--- config.mk ---
export PLATFORM = sky130hd
export DESIGN_NAME = spi_cmd_engine
export DESIGN_NICKNAME = d
export VERILOG_FILES = /design/src/rtl/spi_cmd_pkg.sv /design/src/rtl/spi_cmd_regs.sv /design/src/rtl/spi_cmd_tick.sv /design/src/rtl/spi_cmd_seq.sv /design/src/rtl/spi_cmd_engine.sv
export SDC_FILE = /design/constraint.sdc
export NUM_CORES = 1
export LEC_CHECK = 0
export BUFFER_PORTS_ARGS = -buffer_cell sky130_fd_sc_hd__buf_2
export CORE_ASPECT_RATIO = 0.5
export CORE_MARGIN = 2
export CORE_UTILIZATION = 55
export DETAILED_ROUTE_END_ITERATION = 12
export PLACE_DENSITY = 0.75
export SLEW_MARGIN = 20
export SYNTH_ARGS = -nofsm -noshare
export SYNTH_HDL_FRONTEND = slang
export SYNTH_SLANG_ARGS = --single-unit
--- constraint.sdc ---
create_clock -name clk -period 5.2 [get_ports clk]
set_input_delay 0.52 -clock clk [delete_from_list [all_inputs] [get_ports clk]]
set_output_delay 0.52 -clock clk [all_outputs]
set_load 0.01 [all_outputs]
--- src/rtl/spi_cmd_pkg.sv ---
package spi_cmd_pkg;
  localparam int MAX_TX = 8;
  localparam int MAX_RX = 4;
  localparam int CNT_W  = 4;
  localparam int BITS_MAX = 8 * (MAX_TX + MAX_RX);
  localparam int EDGE_W = $clog2(2 * BITS_MAX + 2);
  localparam int IDX_W  = EDGE_W - 1;
  localparam int BUSY_BIT = 16;

  localparam logic [1:0] A_CMD  = 2'd0;
  localparam logic [1:0] A_DATA = 2'd1;
  localparam logic [1:0] A_CTL  = 2'd2;
  localparam logic [1:0] A_DIV  = 2'd3;

  typedef struct packed {
    logic [CNT_W-1:0] rx;
    logic [CNT_W-1:0] tx;
  } counts_t;
endpackage

--- src/rtl/spi_cmd_regs.sv ---
module spi_cmd_regs
  import spi_cmd_pkg::*;
#(
  parameter int DIV_W    = 8,
  parameter int DEF_HALF = 2
) (
  input  logic             clk,
  input  logic             rst_n,
  input  logic             wr,
  input  logic [1:0]       addr,
  input  logic [31:0]      wdata,
  input  logic             busy,
  input  logic             rx_load,
  input  logic [31:0]      rx_word,
  output logic [31:0]      cmd_q,
  output logic [31:0]      data_q,
  output counts_t          cnt_q,
  output logic [DIV_W-1:0] half_q,
  output logic             start
);
  logic [31:0]      cmd_d, data_d;
  counts_t          cnt_d;
  logic [DIV_W-1:0] half_d;
  logic             wr_ok, ctl_ok;
  logic [CNT_W-1:0] w_tx, w_rx;

  assign w_tx  = wdata[CNT_W-1:0];
  assign w_rx  = wdata[2*CNT_W-1:CNT_W];
  assign wr_ok = wr && !busy;
  assign ctl_ok = (wdata[11:8] == 4'd0) && (w_tx != '0) &&
                  (w_tx <= CNT_W'(MAX_TX)) && (w_rx <= CNT_W'(MAX_RX));
  assign start = wr_ok && (addr == A_CTL) && ctl_ok;

  always_comb begin
    cmd_d  = cmd_q;
    data_d = data_q;
    cnt_d  = cnt_q;
    half_d = half_q;
    if (rx_load) data_d = rx_word;
    if (wr_ok) begin
      unique case (addr)
        A_CMD:  cmd_d  = wdata;
        A_DATA: data_d = wdata;
        A_CTL:  cnt_d  = ctl_ok ? counts_t'({w_rx, w_tx}) : '0;
        default: half_d = (wdata[DIV_W-1:0] == '0) ? DIV_W'(1) : wdata[DIV_W-1:0];
      endcase
    end
  end

  always_ff @(posedge clk or negedge rst_n) begin
    if (!rst_n) begin
      cmd_q  <= '0;
      data_q <= '0;
      cnt_q  <= '0;
      half_q <= DIV_W'(DEF_HALF);
    end else begin
      cmd_q  <= cmd_d;
      data_q <= data_d;
      cnt_q  <= cnt_d;
      half_q <= half_d;
    end
  end
endmodule

--- src/rtl/spi_cmd_tick.sv ---
module spi_cmd_tick #(
  parameter int DIV_W = 8
) (
  input  logic             clk,
  input  logic             rst_n,
  input  logic             start,
  input  logic             run,
  input  logic [DIV_W-1:0] half,
  output logic             tick
);
  logic [DIV_W-1:0] cnt_q, cnt_d;

  assign tick = run && (cnt_q == '0);

  always_comb begin
    cnt_d = cnt_q;
    if (start || tick) cnt_d = half - DIV_W'(1);
    else if (run)      cnt_d = cnt_q - DIV_W'(1);
  end

  always_ff @(posedge clk or negedge rst_n) begin
    if (!rst_n) cnt_q <= '0;
    else        cnt_q <= cnt_d;
  end
endmodule

--- src/rtl/spi_cmd_seq.sv ---
module spi_cmd_seq
  import spi_cmd_pkg::*;
(
  input  logic        clk,
  input  logic        rst_n,
  input  logic        start,
  input  logic        tick,
  input  counts_t     cnt,
  input  logic [63:0] tx_vec,
  input  logic        miso,
  output logic        busy,
  output logic        cs_n,
  output logic        sck,
  output logic        mosi,
  output logic        done,
  output logic        rx_load,
  output logic [31:0] rx_word
);
  logic              busy_q, busy_d, sck_q, sck_d, done_q, done_d;
  logic [EDGE_W-1:0] edge_q, edge_d, last_edge;
  logic [31:0]       rx_q, rx_d;
  logic [IDX_W-1:0]  idx, tx_bits, r;
  logic [5:0]        sel;
  logic [4:0]        pos;
  logic              last;

  assign idx       = edge_q[EDGE_W-1:1];
  assign tx_bits   = IDX_W'(cnt.tx) << 3;
  assign last_edge = EDGE_W'({1'b0, cnt.tx} + {1'b0, cnt.rx}) << 4;
  assign last      = busy_q && tick && (edge_q == last_edge);
  assign sel       = 6'(IDX_W'(63) - idx);
  assign r         = idx - tx_bits;
  assign pos       = {r[4:3], ~r[2:0]};

  always_comb begin
    busy_d = busy_q;
    sck_d  = sck_q;
    edge_d = edge_q;
    rx_d   = rx_q;
    done_d = 1'b0;
    if (start) begin
      busy_d = 1'b1;
      sck_d  = 1'b0;
      edge_d = '0;
      rx_d   = '0;
    end else if (busy_q && tick) begin
      if (last) begin
        busy_d = 1'b0;
        done_d = 1'b1;
      end else begin
        edge_d = edge_q + EDGE_W'(1);
        sck_d  = ~edge_q[0];
        if (!edge_q[0] && (idx >= tx_bits)) rx_d[pos] = miso;
      end
    end
  end

  always_ff @(posedge clk or negedge rst_n) begin
    if (!rst_n) begin
      busy_q <= 1'b0;
      sck_q  <= 1'b0;
      edge_q <= '0;
      rx_q   <= '0;
      done_q <= 1'b0;
    end else begin
      busy_q <= busy_d;
      sck_q  <= sck_d;
      edge_q <= edge_d;
      rx_q   <= rx_d;
      done_q <= done_d;
    end
  end

  assign busy    = busy_q;
  assign cs_n    = ~busy_q;
  assign sck     = sck_q;
  assign done    = done_q;
  assign mosi    = busy_q && (idx < tx_bits) && tx_vec[sel];
  assign rx_load = last && (cnt.rx != '0);
  assign rx_word = rx_q;
endmodule

--- src/rtl/spi_cmd_engine.sv ---
module spi_cmd_engine
  import spi_cmd_pkg::*;
#(
  parameter int DIV_W    = 8,
  parameter int DEF_HALF = 2
) (
  input  logic        clk,
  input  logic        rst_n,
  input  logic        reg_wr,
  input  logic [1:0]  reg_addr,
  input  logic [31:0] reg_wdata,
  output logic [31:0] reg_rdata,
  output logic        spi_cs_n,
  output logic        spi_sck,
  output logic        spi_mosi,
  input  logic        spi_miso,
  output logic        busy,
  output logic        done
);
  logic [1:0]       rst_sync;
  logic             rst_int_n;
  logic [31:0]      cmd_q, data_q, rx_word;
  counts_t          cnt_q;
  logic [DIV_W-1:0] half_q;
  logic             start, tick, rx_load;
  logic [63:0]      tx_vec;

  always_ff @(posedge clk or negedge rst_n) begin
    if (!rst_n) rst_sync <= 2'b00;
    else        rst_sync <= {rst_sync[0], 1'b1};
  end
  assign rst_int_n = rst_sync[1];

  spi_cmd_regs #(.DIV_W(DIV_W), .DEF_HALF(DEF_HALF)) u_regs (
    .clk(clk), .rst_n(rst_int_n), .wr(reg_wr), .addr(reg_addr),
    .wdata(reg_wdata), .busy(busy), .rx_load(rx_load), .rx_word(rx_word),
    .cmd_q(cmd_q), .data_q(data_q), .cnt_q(cnt_q), .half_q(half_q),
    .start(start)
  );

  spi_cmd_tick #(.DIV_W(DIV_W)) u_tick (
    .clk(clk), .rst_n(rst_int_n), .start(start), .run(busy),
    .half(half_q), .tick(tick)
  );

  assign tx_vec = {cmd_q[7:0], cmd_q[31:8],
                   data_q[7:0], data_q[15:8], data_q[23:16], data_q[31:24]};

  spi_cmd_seq u_seq (
    .clk(clk), .rst_n(rst_int_n), .start(start), .tick(tick), .cnt(cnt_q),
    .tx_vec(tx_vec), .miso(spi_miso), .busy(busy), .cs_n(spi_cs_n),
    .sck(spi_sck), .mosi(spi_mosi), .done(done), .rx_load(rx_load),
    .rx_word(rx_word)
  );

  always_comb begin
    unique case (reg_addr)
      A_CMD:  reg_rdata = cmd_q;
      A_DATA: reg_rdata = data_q;
      A_CTL:  reg_rdata = {15'd0, busy, 8'd0, cnt_q.rx, cnt_q.tx};
      default: reg_rdata = 32'(half_q);
    endcase
  end
endmodule

==> results of run 1 <==
-- per-stage QoR --
stage	setup WS [ps]	util (%)	cell area, sq um
2_1_floorplan	1252	-	7420
3_3_place_gp	1955	61.43	7935
3_5_place_dp	1805	61.43	7935
4_1_cts	1775	66.26	8559
5_1_grt	1569	66.26	8559
6_report	1742	66.26	8559
-- cell usage in the layout, fill, tap and decap left out, drive strengths merged, types with 3 or more instances in the layout --
cell type / synthesis / routed
o21ai: 75 / 75
a22o: 4 / 4
nand4: 5 / 5
a22oi: 3 / 3
nand2: 54 / 54
bufinv: 0 / 3
inv: 9 / 14
xnor2: 13 / 13
mux2: 40 / 40
nand3: 37 / 37
ha: 10 / 10
nor4: 3 / 3
mux4: 24 / 24
and2: 7 / 7
or4: 6 / 6
nor3: 7 / 7
dfrtp: 131 / 131
o2111ai: 4 / 4
o2111a: 3 / 3
clkbuf: 34 / 19
a211oi: 6 / 6
nor2b: 7 / 7
a21oi: 44 / 44
mux2i: 63 / 63
clkinv: 0 / 3
or3: 4 / 4
nand2b: 4 / 4
or2: 4 / 4
nor2: 47 / 47
buf: 10 / 86
xor2: 11 / 11
-- layout make-up --
class	instances	area, sq um	area share (%)
Clock inverter	13	171.4	2.003
Multi-Input combinational cell	510	3920	45.80
Sequential cell	132	3308	38.65
Tap cell	170	212.7	2.485
Timing Repair Buffer	87	470.5	5.496
Inverter	9	33.78	0.3947
Clock buffer	19	442.9	5.175
-- worst max-delay path by stage --
stage	end	slack [ps]
6_report	u_regs.data_q[29]	1740
5_1_grt	u_regs.data_q[4]	1570
4_1_cts	u_regs.data_q[29]	1780
3_5_place_dp	u_regs.data_q[29]	1800
3_3_place_gp	u_tick.cnt_q[6]	1960
2_1_floorplan	u_regs.cmd_q[0]	1250
-- power groups by stage --
stage | registers [mW] | clock network, mW | logic, mW
2_1_floorplan | 1.11 | 0 | 0.117
3_3_place_gp | 1.12 | 0 | 0.188
3_5_place_dp | 1.12 | 0 | 0.192
4_1_cts | 1.10 | 1.27 | 0.193
5_1_grt | 1.11 | 1.31 | 0.214
6_report | 1.10 | 1.27 | 0.193
-- state kept, by name (all words and copies together) (netlist names) --
| register | flops |
|---|---|
| u_regs.cmd_q | 32 |
| u_regs.data_q | 32 |
| u_seq.rx_word | 32 |
| u_regs.cnt_q | 8 |
| u_regs.half_q | 8 |
| u_seq.edge_q | 8 |
| u_tick.cnt_q | 8 |
| rst_sync | 2 |
| u_seq.busy | 1 |
| u_seq.done | 1 |
-- per-layer routing --
layer	GRT usage (%)	routed length, um	vias to the layer above
met3	6.230	1709	44
met2	46.95	9335	284
met5	0	0	-
li1	-	-	2671
met1	42.39	9095	2971
met4	9.013	436	0
-- logic make-up (layout without fill, tap and decap cells) --
logic type | count (synthesis) | after routing | share of synthesized area, %
compound gates | 153 | 153 | 12.46
xor+xnor | 25 | 25 | 3.406
fa+ha+maj | 12 | 12 | 2.226
buf+inv | 53 | 128 | 2.833
flops | 132 | 132 | 44.54
mux | 127 | 127 | 21.85
other cells | 1 | 1 | 0.05054
simple gates | 192 | 192 | 12.63
-- worst min-delay path: cells and delay by family --
family | cells | cell delay [ps]
AOI/OAI and AO/OA | 1 | 50
and+or+nand+nor | 1 | 40
buffers and inverters | 1 | 90
==> results_dict.tcl, run 1 <==
set metrics [dict create \
    final_cells 940 \
    drcViolationCount 0 \
    portBuffers 74 \
    crit_buf_inv 1 \
    cts-resized-gates 0 \
    synth_top_area_share_pct 44.18 \
    nets 807 \
    seqPwrFrac_pct 43.0 \
    post-route-min-period_ps 3458 \
    rr_endpoint "u_regs.data_q[29]" \
    antenna_left 0 \
    grt_pass1_vias 5792 \
    post-cts-setup-buffers 0 \
    synth-edff-count 0 \
    dpl.cell_count 907 \
    maxSlewHeadroom_pct 33.85 \
    gr-usage-all-layers_pct 29.86 \
    postCtsHoldBufs 1 \
    startpoint_type "flip-flop" \
    ioPinCount 75 \
    synth-async-reset-ratio_pct 100.0 \
    hold_path_class "in -> reg" \
    grt_max_degree 77 \
    reg2reg_depth 9 \
    synthCells 695 \
    rsz0062_at_grt "false" \
    cpPeakStageDelay_ps 460 \
    tightest_slew_ps 989.9 \
    clock_path_buffers 2 \
    synth_most_common_cell "dfrtp_1" \
    cts_tree "yes" \
    n_fill_cell 1006 \
    wl_per_cell_um 21.89 \
    ys_types 57 \
    ys_top_cells_by_count "131 x dfrtp_1, 73 x o21ai_0, 63 x mux2i_1, 54 x nand2_1, 47 x nor2_1" \
    post-route-period-util_pct 66.50 \
    crit_path_top_delay_cell "nand3_2" \
    antenna_found_initial 0 \
    syn-cell-area_sq_mm 0.007420 \
    dp_hpwl_um 14110 \
    cts_htree_levels 4 \
    grt_pass1_wl_um 32780 \
    ys.flop_type "dfrtp_1" \
    core_sq_mm 0.01292 \
    drive_above_1_share_pct 26.23 \
    crit_chain "ha_1, fa_1, xor3_1, nor4_2, and2_1, nand3_2, buf_4, mux2i_1, o21ai_0" \
    synth_area_leader_cell "dfrtp_1" \
    holdPathEnd "u_regs.data_q[22]" \
    ir_worst_vdd_uv 175.1 \
    drtPass1Iterations 5 \
    clkSlewWorstSetupHoldPaths_ps 60 \
    dieHeight_um 86.13 \
    hp-start "reg_wdata[22]" \
    switching_share_pct 25.02 \
    fin_tns_setup_ps 0 \
    worstPathRequired_ps 5460 \
    dieArea_sq_mm 0.01449 \
    skew_ps 9.811 \
    fin_hold_ws_ps 317.5 \
    p_clk_share_pct 49.5 \
    status "finished, final reports clean" \
    root_buffer "clkbuf_16" \
    area_growth_pct 15.36 \
    gp_congestion 0.8819 \
    maxSlewViolCount 0 \
    crit_cells 9 \
    grt_overflow 0 \
    finalHoldViolations 0 \
    n_antenna_cell 0 \
    rows 29 \
    yosysSeqAreaShare_pct 44.54 \
    clock-sinks 132 \
    synthTopCellsByArea "dfrtp_1 44%, mux2i_1 8.5%, mux4_2 7.3%, mux2_2 6.1%, o21ai_0 4.9%" \
    worstSkewPairLatency_ps 420 \
    reg2reg_slack_ps 1740 \
    viasPerCell 6.351 \
    drt_iter0_drc 626 \
    synth_area_per_cell_sq_um 10.68 \
    crit_family "simple AND/OR/NAND/NOR gates" \
    cts_buffers 17 \
    vias 5970 \
    setup_viol 0 \
    yosysWarnings 0 \
    crit_fanout 18 \
    start_util_pct 57.44 \
    ys_seq_elements 132 \
    power_density_mw_per_mm2 299.4 \
    switchingPower_mw 0.6411 \
    cp_data_arrival_time_ps 3710 \
    power.total_mw 2.562 \
    min_path_cells 3 \
    startpoint "u_regs.cnt_q[0]" \
    cp-end-kind "flip-flop" \
    crit_type "reg -> reg" \
    postRouteWirelength_um 20580 \
    p_int_mw 1.921 \
    die_width_um 168.3 \
    fmax_mhz 289.2 \
    synth_nets 745 \
    p_comb_share_pct 7.5 \
    r2r-start "u_regs.cnt_q[0]" \
    max_cap_violations 0 \
    p_leak_nw 3.907 \
]
(Power assumes the default switching activity.)
==> inputs of run 2 (changes only) <==
--- a/config.mk
+++ b/config.mk
@@ -8,9 +8,9 @@
 export BUFFER_PORTS_ARGS = -buffer_cell sky130_fd_sc_hd__buf_2
 export CORE_ASPECT_RATIO = 0.5
 export CORE_MARGIN = 2
-export CORE_UTILIZATION = 55
+export CORE_UTILIZATION = 54
 export DETAILED_ROUTE_END_ITERATION = 12
-export PLACE_DENSITY = 0.75
+export PLACE_DENSITY = 0.77
 export SLEW_MARGIN = 20
 export SYNTH_ARGS = -nofsm -noshare
 export SYNTH_HDL_FRONTEND = slang
==> constraint.sdc (replaced) <==
create_clock -name clk -period 3.1 [get_ports clk]
set_input_delay 0.31 -clock clk [delete_from_list [all_inputs] [get_ports clk]]
set_output_delay 0.31 -clock clk [all_outputs]
set_load 0.01 [all_outputs]
==> run 2 against run 1 <==
Against the previous run: sequential share of layout area decreased by 0.66 points; combinational power is 72% higher; highest routed layer is now met5; critical path depth fell by 2; critical endpoint is now spi_mosi; clock power increased by 65%.
==> results_dict.tcl, run 2 (synthesis gave the netlist of run 1 again) <==
set metrics [dict create \
    layout_common_cells "127 x dfrtp_1, 74 x buf_2, 73 x o21ai_0" \
    drtPass1Iterations 5 \
    cp-end-kind "output port" \
    wl_met1_um 8805 \
    dr_wl_met2_um 9665 \
    die_width_um 169.8 \
    area_growth_pct 17.50 \
    wl_per_cell_um 21.57 \
    cts_tree "yes" \
    startpoint_type "flip-flop" \
    dieHeight_um 86.89 \
    clkSlewWorstSetupHoldPaths_ps 60 \
    start_util_pct 55.06 \
    power_density_mw_per_mm2 491.1 \
    wl_met3_um 1559 \
    nets 821 \
    grt_max_degree 91 \
    hold_path_class "in -> reg" \
    fmax_mhz 332.1 \
    final_common_cell "dfrtp_1" \
    clock_path_buffers 2 \
    drcViolationCount 0 \
    highest_layer "met5" \
    grt_pass1_vias 6173 \
    vias 6063 \
    postRouteWirelength_um 20700 \
    drt_iter0_drc 654 \
    root_buffer "clkbuf_16" \
    cts_htree_levels 4 \
    core_sq_mm 0.01348 \
    ir_worst_vdd_uv 454.6 \
    fin_hold_ws_ps 104.0 \
    rows 30 \
    post-route-min-period_ps 3011 \
    status "finished, final reports clean" \
    crit_fanout 9 \
    maxSlewViolCount 0 \
    cp_data_arrival_time_ps 2700 \
    worstPathRequired_ps 2790 \
    tightest_slew_ps 621.2 \
    p_leak_nw 3.973 \
    fin_util_pct 64.70 \
    rsz0062_at_grt "true" \
    seqCellArea_sq_mm 0.003312 \
    dieArea_sq_mm 0.01475 \
    max_cap_violations 0 \
    dp_hpwl_um 14250 \
    n_antenna_cell 0 \
    grt_overflow 0 \
    setup_viol 0 \
    finalHoldViolations 0 \
    drive_above_1_share_pct 28.32 \
    post-route-period-util_pct 97.12 \
    maxSlewHeadroom_pct 58.58 \
    clock-sinks 132 \
    skew_ps 8.011 \
    worstSkewPairLatency_ps 430 \
    gp_congestion 0.9378 \
    gr-usage-all-layers_pct 29.87 \
    portBuffers 74 \
    post-cts-setup-buffers 0 \
    antenna_left 0 \
    crit_type "reg -> out" \
    reg2reg_slack_ps 150 \
    grt_pass1_wl_um 33260 \
    antenna_found_initial 1 \
    cts_buffers 17 \
    viasPerCell 6.316 \
    multi_input_area_sq_mm 0.003933 \
    ioPinCount 75 \
    n_fill_cell 1032 \
]
## run 2: cell types whose count changed in the layout (fill, tap and decap cells not counted), sizes merged
cell	change
buf	+14
clkbuf	-1
clkinv	+1
clkinvlp	+1
inv	-1
## run 2: path summary, 6_finish.rpt
check | start | to | cells past startpoint
max reg2reg | u_regs.cnt_q[0] | u_seq.rx_word[23] | 9
min in group asynchronous | rst_n | rst_sync[1] | 2
max in group asynchronous | rst_sync[1] | u_seq.edge_q[3] | 1
min reg2reg | rst_sync[1] | u_seq.rx_word[14] | 0
min | reg_wdata[20] | u_regs.data_q[20] | 3
max | u_seq.edge_q[6] | spi_mosi | 7
## run 2: area by class of cell
class | instances | area share [%]
clock buffers | 18 | 4.923
flip-flops and latches | 132 | 37.99
clock inverters | 14 | 2.038
repair buffers | 101 | 7.032
inverters | 9 | 0.3875
multi-input cells | 510 | 45.11
well taps | 176 | 2.526
## run 2: worst max-delay path: stages, from the launching register on
cell	delay [ps]
dfrtp_1	690
buf_4	300
mux4_2	300
mux2_2	310
or3_1	310
nand4_1	90
o22ai_1	110
buf_2	170
## run 2: per-stage QoR
step	instance area, sq um	cells	TNS [ps]	total power, mW	worst slack [ps]
6_report	8718	960	0	4.282	89.25
3_3_place_gp	8085	927	0	2.193	229.4
3_5_place_dp	8085	927	0	2.203	81.61
5_1_grt	8718	960	-4.766	4.419	-4.766
4_1_cts	8702	960	0	4.287	30.80
2_1_floorplan	7422	695	0	2.063	14.75
## run 2: routing by layer
metal	global-route usage, %	up-vias
met5	0	-
met4	13.75	2
met3	6.270	67
met2	46.98	278
met1	40.57	3014
li1	-	2702
## run 2: power by group
part           switching [mW]  internal (mW)
Clock                   0.826           1.28
Sequential             0.0692           1.78
Combinational           0.183          0.149
Total                    1.08           3.20
## run 2: what timing repair did
action | in CTS | in global routing
hold buffers | 1 | 0
resized for setup | 0 | 6
hold endpoints to repair | 2 | 0
endpoints found under the setup margin | 0 | 4
==> inputs of run 3 (changes only) <==
--- a/config.mk
+++ b/config.mk
@@ -7,10 +7,10 @@
 export LEC_CHECK = 0
 export BUFFER_PORTS_ARGS = -buffer_cell sky130_fd_sc_hd__buf_2
 export CORE_ASPECT_RATIO = 0.5
-export CORE_MARGIN = 2
 export CORE_UTILIZATION = 54
 export DETAILED_ROUTE_END_ITERATION = 12
 export PLACE_DENSITY = 0.77
+export REMOVE_ABC_BUFFERS = 1
 export SLEW_MARGIN = 20
 export SYNTH_ARGS = -nofsm -noshare
 export SYNTH_HDL_FRONTEND = slang
==> run 3 against run 2 <==
Against the previous run: register-to-register slack worse by 40 ps; clock power down 7%; maximum frequency shrank 0.17%; critical endpoint unchanged; largest power group unchanged.
==> results_dict.tcl, run 3 (synthesis gave the netlist of run 1 again) <==
set metrics [dict create \
    dp_hpwl_um 13800 \
    root_buffer "clkbuf_16" \
    hold_path_class "in -> reg" \
    final_area_sq_mm 0.008657 \
    worstSkewPairLatency_ps 410 \
    antenna_found_initial 0 \
    area_growth_pct 16.68 \
    p_int_mw 3.133 \
    start_util_pct 56.96 \
    dieHeight_um 84.89 \
    ir_worst_vdd_uv 364.4 \
    skew_ps 5.970 \
    postRouteWirelength_um 20430 \
    reg2reg_slack_ps 110 \
    portBuffers 74 \
    core_sq_mm 0.01303 \
    switching_share_pct 24.02 \
    p_comb_share_pct 7.9 \
    fmax_mhz 331.6 \
    worstPathRequired_ps 2790 \
    r2r-start "u_seq.busy" \
    rows 29 \
    p_clk_share_pct 47.3 \
    cpMostUsedCell "inv_1" \
    gp_congestion 0.8953 \
    power.total_mw 4.124 \
    placed_area_sq_mm 0.008060 \
    fin_tns_setup_ps 0 \
    cts_buffers 17 \
    clock_path_buffers 2 \
    status "finished, final reports clean" \
    p_leak_nw 3.970 \
    nets 823 \
    cp-end-kind "output port" \
    post-route-period-util_pct 97.29 \
    tightest_slew_ps 905.8 \
    dieArea_sq_mm 0.01424 \
    crit_type "reg -> out" \
    crit_chain "inv_1, ha_1, inv_1, fa_1, a21o_1, a211oi_1, nand4_1, o22ai_1, buf_2" \
    finalHoldViolations 0 \
    maxSlewViolCount 0 \
    startpoint_type "flip-flop" \
    grt_pass1_wl_um 33030 \
    final_cells 956 \
    crit_buf_inv 3 \
    grt_pass1_vias 6023 \
    cpPeakStageDelay_ps 500 \
    cts_htree_levels 4 \
    crit_family "compound AO/OA/AOI/OAI gates" \
    viasPerCell 6.363 \
    seqPwrFrac_pct 44.8 \
    dpl.cell_count 922 \
    drt_iter0_drc 571 \
    holdPathEnd "u_regs.data_q[20]" \
    rsz0062_at_grt "true" \
    crit_fanout 7 \
    rr_endpoint "u_tick.cnt_q[6]" \
    fin_hold_ws_ps 113.6 \
    maxSlewHeadroom_pct 39.61 \
    power_density_mw_per_mm2 476.4 \
    max_cap_violations 0 \
    ioPinCount 75 \
    final_common_cell "dfrtp_1" \
    reg2reg_depth 10 \
    crit_path_top_delay_cell "dfrtp_1" \
    clkSlewWorstSetupHoldPaths_ps 60 \
    cp_data_arrival_time_ps 2710 \
    clock-sinks 132 \
    vias 6083 \
    post-route-min-period_ps 3016 \
    n_antenna_cell 0 \
    switchingPower_mw 0.9906 \
    grt_max_degree 69 \
    drtPass1Iterations 5 \
    setup_viol 0 \
    drive_above_1_share_pct 27.99 \
    n_fill_cell 979 \
    drcViolationCount 0 \
    gr-usage-all-layers_pct 30.41 \
    wl_per_cell_um 21.37 \
    hp-start "reg_wdata[20]" \
    min_path_cells 3 \
    layout_common_cells "127 x dfrtp_1, 74 x buf_2, 73 x o21ai_0" \
    cts_tree "yes" \
    grt_overflow 0 \
    die_width_um 167.8 \
    antenna_left 0 \
]
==> run 3: through the flow <==
| stage | setup WS, ps | util, % |
|---|---|---|
| 2_1_floorplan | -848.2 | - |
| 6_report | 84.13 | 66.46 |
| 3_5_place_dp | 19.64 | 61.88 |
| 3_3_place_gp | 88.28 | 61.88 |
| 4_1_cts | 4.497 | 66.37 |
| 5_1_grt | -29.04 | 66.46 |
==> run 3: final cells by class <==
| cell class | instances | area (sq um) | area share (%) |
|---|---|---|---|
| inverter | 9 | 33.78 | 0.3902 |
| timing repair buffer | 103 | 603.1 | 6.966 |
| sequential | 132 | 3312 | 38.26 |
| clock inverter | 8 | 73.82 | 0.8527 |
| tap | 170 | 212.7 | 2.457 |
| clock buffer | 24 | 501.7 | 5.796 |
| multi-input combinational | 510 | 3920 | 45.28 |
==> run 3: worst max path at each step <==
stage	start	endpoint	slack, ps	cells after the start
6_report	u_seq.edge_q[4]	spi_mosi	80	9
5_1_grt	u_seq.busy	u_tick.cnt_q[6]	-30	10
4_1_cts	u_seq.busy	u_tick.cnt_q[6]	4	10
3_5_place_dp	u_seq.busy	u_tick.cnt_q[6]	20	10
3_3_place_gp	u_seq.busy	u_tick.cnt_q[6]	90	10
2_1_floorplan	rst_sync[1]	u_regs.cmd_q[0]	-850	0
==> run 3: timing repair <==
action                     CTS  global route
setup endpoints to repair    0             3
hold buffers                 1             0
hold endpoints to repair     2             0
resized for setup            0             3
buffers inserted             0             1
==> run 3: worst reg2reg max path, stage by stage, from the launching register on <==
cell and delay [ps]:
dfrtp_2 520, or4b_4 540, or3_4 420, o21ai_4 80, mux2i_1 220, ha_1 210, nand2_1 110, or4_1 410
a21oi_1 170, xnor2_1 130, mux2i_1 80
==> run 3: power groups by stage <==
stage	registers, mW	clock network, mW	logic, mW
after global routing	1.86	2.04	0.358
after floorplan	1.87	0	0.172
after global placement	1.87	0	0.314
after CTS	1.85	1.96	0.324
after detailed placement	1.88	0	0.322
final	1.85	1.95	0.324
==> run 3: layer usage <==
layer | vias up | part of all wire, % | GRT usage [%]
li1 | 2705 | - | -
met1 | 3035 | 44 | 42.61
met2 | 303 | 45 | 47.23
met3 | 40 | 8.9 | 7.416
met4 | 0 | 1.7 | 9.591
met5 | - | 0 | 0
